**config.mk**
```make
export PLATFORM = sky130hd
export DESIGN_NAME = sa_csum_check
export DESIGN_NICKNAME = d
export VERILOG_FILES = /design/src/rtl/sa_csum_check.sv
export SDC_FILE = /design/constraint.sdc
export NUM_CORES = 1
export LEC_CHECK = 0
export BUFFER_PORTS_ARGS = -buffer_cell sky130_fd_sc_hd__buf_2
export CAP_MARGIN = 20
export CORE_UTILIZATION = 50
export CTS_BUF_LIST = sky130_fd_sc_hd__clkbuf_4
export CTS_CLUSTER_SIZE = 14
export DETAILED_ROUTE_END_ITERATION = 7
export GPL_ROUTABILITY_DRIVEN = 0
export PLACE_DENSITY = 0.69
export SYNTH_ARGS = -nofsm -noshare
export SYNTH_HDL_FRONTEND = slang
export SYNTH_SLANG_ARGS = --single-unit
```
**constraint.sdc**
```tcl
create_clock -name clk -period 5 [get_ports clk]
set_clock_uncertainty 0.05 [all_clocks]
set_input_delay 1 -clock clk [delete_from_list [all_inputs] [get_ports clk]]
set_output_delay 1 -clock clk [all_outputs]
set_load 0.03 [all_outputs]
```
**src/rtl/sa_csum_check.sv**
```systemverilog
module sa_csum_check #(
  parameter int WORDS = 3,
  parameter int BW    = 8
) (
  input  logic                  clk,
  input  logic                  rst_n,
  input  logic                  start,
  output logic                  rom_rd,
  input  logic                  rom_vld,
  input  logic [BW-1:0]         rom_byte,
  output logic [2*WORDS*BW-1:0] station_addr,
  output logic                  csum_ok,
  output logic                  done
);
  localparam int ABYTES = 2 * WORDS;
  localparam int TOTAL  = ABYTES + 2;
  localparam int CW     = $clog2(TOTAL + 1);
  localparam int WW     = 2 * BW;
  localparam int AW     = ABYTES * BW;
  localparam logic [WW:0] MAXV = {1'b0, {WW{1'b1}}};

  logic          busy;
  logic [CW-1:0] cnt;
  logic [BW-1:0] lo;
  logic [WW:0]   acc;
  logic [AW-1:0] shreg;

  logic          take, hi_byte, in_addr, last;
  logic [WW-1:0] word, fin;
  logic [WW:0]   dbl, dbl_f, sum, sum_f;

  assign rom_rd  = busy;
  assign take    = busy & rom_vld;
  assign hi_byte = cnt[0];
  assign in_addr = cnt < CW'(ABYTES);
  assign last    = cnt == CW'(TOTAL - 1);
  assign word    = {rom_byte, lo};

  assign dbl   = {acc[WW-1:0], 1'b0};
  assign dbl_f = (dbl > MAXV) ? dbl - MAXV : dbl;
  assign sum   = dbl_f + {1'b0, word};
  assign sum_f = (sum > MAXV) ? sum - MAXV : sum;
  assign fin   = (acc[WW-1:0] == {WW{1'b1}}) ? '0 : acc[WW-1:0];

  always_ff @(posedge clk) begin
    if (!rst_n) begin
      busy         <= 1'b0;
      cnt          <= '0;
      lo           <= '0;
      acc          <= '0;
      shreg        <= '0;
      station_addr <= '0;
      csum_ok      <= 1'b0;
      done         <= 1'b0;
    end else begin
      done <= 1'b0;
      if (!busy) begin
        if (start) begin
          busy <= 1'b1;
          cnt  <= '0;
          acc  <= '0;
        end
      end else if (take) begin
        cnt <= cnt + 1'b1;
        if (!hi_byte) lo <= rom_byte;
        if (in_addr) shreg <= {shreg[AW-BW-1:0], rom_byte};
        if (in_addr && hi_byte) acc <= sum_f;
        if (last) begin
          busy         <= 1'b0;
          done         <= 1'b1;
          csum_ok      <= (fin == word);
          station_addr <= shreg;
        end
      end
    end
  end
endmodule

```
==> results.sh <==
export IMPL_status="completed"
export IMPL_synthCells=808
export IMPL_clockBufferDepth=2
export IMPL_crit_path_end_kind="register"
export IMPL_yosysTopAreaCellShare=0.394
export IMPL_drive_gt1_frac=0.130
export IMPL_row_count=41
export IMPL_routed_via_density=5.78
export IMPL_wl_um=16100
export IMPL_synth_cell_types=71
export IMPL_final_cell_mix="nand2_1 (231), dfxtp_1 (127), a21boi_0 (107), buf_2 (62), o21ai_0 (28)"
export IMPL_die_w_um=116
export IMPL_die_area_sq_um=13400
export IMPL_drt_iter0_markers=568
export IMPL_fill_cells=1264
export IMPL_core_sq_um=12600
export IMPL_grt_pass1_wl_um=26200
export IMPL_stdcell_area_sq_um=7020
export IMPL_cts_buffers=17
export IMPL_finalNetCount=875
export IMPL_synth_top_area_cell="dfxtp_1"
export IMPL_syn_area_sq_um=6460
export IMPL_place_area_sq_um=6830
export IMPL_portBuffers=62
export IMPL_grt_pass1_vias=5394
export IMPL_r2r_slack_ns=0.77
export IMPL_p_per_area_nw_per_um2=243
export IMPL_clock_sinks=127
export IMPL_finalSetupViolCount=0
export IMPL_yosys_most_used_dff="dfxtp_1"
export IMPL_post_cts_resized=0
export IMPL_worstSetupStartpointType="register"
export IMPL_synth_top_family_by_area="compound AO/OA/AOI/OAI gates"
export IMPL_rsz0062_at_grt="false"
export IMPL_cts_hold_buf=0
export IMPL_min_path_type="register to register"
export IMPL_drt_pre_antenna_iters=5
export IMPL_antenna_found_initial=1
export IMPL_fin_crit_ns=4.23
export IMPL_hold_viol=0
export IMPL_dp_hpwl_um=11200
export IMPL_grt_usage=0.248
export IMPL_tightest_slew_ns=0.849
export IMPL_finalCritPeriodShare=0.847
export IMPL_synth_area_leaders="dfxtp_1 (39%), nand2_1 (13%), a21boi_0 (12%)"
export IMPL_clockRootBuffer="clkbuf_4"
export IMPL_clock_latency_ns=0.51
export IMPL_rr_startpoint="acc[15]"
export IMPL_drc_errors=0
export IMPL_clkTransAtPathRegs_ns=0.13
export IMPL_setup_tns_final_ns=0
export IMPL_fmax_mhz=236
export IMPL_path_class="register to register"
export IMPL_vias=5935
export IMPL_syn_nets=839
export IMPL_reg2reg_depth=11
export IMPL_ys_ff_latch=127
export IMPL_ir_worst_vdd_mv=0.207
export IMPL_start_util=0.512
export IMPL_hold_end="station_addr[44]"
export IMPL_yosys_warnings=0
export IMPL_cap_violations=0
export IMPL_synth_compound_area_share=0.263
export IMPL_avgRoutedWirePerCell_um=15.6
export IMPL_synth_xor_xnor_area_share=0.0217
export IMPL_tritoncts="built"
export IMPL_final_common_cell="nand2_1"
export IMPL_area_growth_pct=8.72
export IMPL_min_from="shreg[44]"
export IMPL_chipHeight_um=116
export IMPL_drv_slew=0
export IMPL_hold_depth=2
export IMPL_ant_nets=0
export IMPL_postCtsSetupRepairBufs=0
export IMPL_worstPathRequired_ns=5.30
export IMPL_r2r_end="acc[2]"
export IMPL_seq_area_frac_synth=0.394
export IMPL_synth_edff_count=0
export IMPL_grt_max_degree=111
export IMPL_syn_mean_instance_area_sq_um=7.99
export IMPL_slew_headroom=0.429
export IMPL_yosys_area_share_simple=0.239
export IMPL_synthAdderAreaFrac=0.0380
export IMPL_crit_fanout=7
export IMPL_cts_max_level=4
export IMPL_muxShareOfSynthArea=0.00465
export IMPL_synthArstFlopShare=0
export IMPL_p_leak_nw=2.58
export IMPL_worstPathArrival_ns=4.53
export IMPL_io_pins=63
export IMPL_grt_overflow=0
==> stage by stage <==
step                      power, W   util  hold WS, ns  setup WS [ns]  std cells
after floorplan            0.00115      -        0.391           1.04        808
after global placement     0.00118  0.541        0.400          0.758        997
after detailed placement   0.00118  0.541        0.406          0.672        997
after CTS                  0.00171  0.556        0.409          0.898       1026
after global routing       0.00179  0.556        0.439          0.534       1027
final                      0.00170  0.556        0.411          0.766       1027
==> final cells by class <==
cell class | instances | area [sq um] | share of cell area
Timing Repair Buffer | 68 | 355 | 0.0506
Antenna cell | 1 | 2.50 | 0.000356
Clock inverter | 10 | 51.3 | 0.00731
Tap cell | 172 | 215 | 0.0306
Sequential cell | 127 | 2540 | 0.362
Multi-Input combinational cell | 617 | 3660 | 0.522
Inverter | 13 | 48.8 | 0.00695
Clock buffer | 19 | 143 | 0.0203
==> Yosys cell counts (2+ instances only) <==
| cell type | number |
|---|---|
| nor2_1 | 21 |
| nand3_1 | 15 |
| nand2b_1 | 4 |
| a21boi_0 | 107 |
| or4_1 | 4 |
| xor2_1 | 5 |
| nor2b_1 | 5 |
| nor3b_1 | 5 |
| a211o_1 | 3 |
| o31ai_1 | 5 |
| a2111oi_0 | 2 |
| a31oi_1 | 4 |
| and2_1 | 9 |
| nand4b_1 | 2 |
| o2111ai_1 | 4 |
| and3_1 | 2 |
| xnor2_1 | 11 |
| inv_1 | 12 |
| nor3_1 | 8 |
| or2_2 | 2 |
| o21ai_1 | 5 |
| a32o_1 | 4 |
| mux2i_1 | 3 |
| a22oi_1 | 7 |
| a41oi_1 | 5 |
| o21ai_0 | 28 |
| o21a_1 | 3 |
| a21o_1 | 7 |
| a22o_1 | 2 |
| a2111o_1 | 2 |
| clkbuf_1 | 45 |
| nand4_1 | 13 |
| nand2_1 | 231 |
| buf_4 | 2 |
| dfxtp_1 | 127 |
| o211ai_1 | 4 |
| a21oi_1 | 22 |
| or3_1 | 5 |
| a32oi_1 | 2 |
| a31o_2 | 3 |
| nand3b_1 | 7 |
| nor4_1 | 4 |
| o211a_1 | 2 |
| ha_1 | 18 |
==> critical path, cell delays in order (launching register included) <==
cell,delay (ns)
dfxtp_1,0.47
ha_1,0.21
inv_1,0.05
fa_1,0.42
nand2b_1,0.20
a21oi_1,0.18
xor2_1,0.32
nand3b_1,0.23
nor4_1,0.79
nand4_1,0.37
o21ai_1,0.58
a41oi_1,0.20
==> registers in the layout (all words and copies together) (netlist names) <==
name,count
cnt,4
rom_rd,1
csum_ok,1
done,1
acc,16
station_addr,48
shreg,48
lo,8
==> worst max path at each step <==
stage | startpoint | end | slack [ns] | cells past startpoint
2_1_floorplan | rom_byte[0] | acc[14] | 1.04 | 10
3_3_place_gp | rom_byte[0] | acc[14] | 0.76 | 10
3_5_place_dp | rom_byte[0] | acc[2] | 0.67 | 10
4_1_cts | acc[15] | acc[2] | 0.90 | 11
5_1_grt | acc[15] | acc[2] | 0.53 | 11
6_report | acc[15] | acc[2] | 0.77 | 11
==> per-layer routing <==
metal / routed length, um / part of all wire / global-route usage / vias up
met2: 7490 / 0.47 / 0.397 / 203
met5: 0 / 0 / 0 / -
met4: 269 / 0.017 / 0.0821 / 0
met3: 974 / 0.061 / 0.0575 / 18
li1: - / - / - / 2917
met1: 7340 / 0.46 / 0.331 / 2797
==> report_power, final <==
part           internal [W]  switching (W)
Combinational     0.0000491      0.0000834
Sequential          0.00102      0.0000119
Clock              0.000190       0.000350
==> cell families after synthesis <==
group | Yosys count
buffers and inverters | 64
DFF | 127
xor gates and xnor gates | 16
muxes | 3
AOI/OAI and AO/OA | 234
and+or+nand+nor | 345
adders and majority gates | 19
No activity file was read; power rests on OpenSTA's default activity.
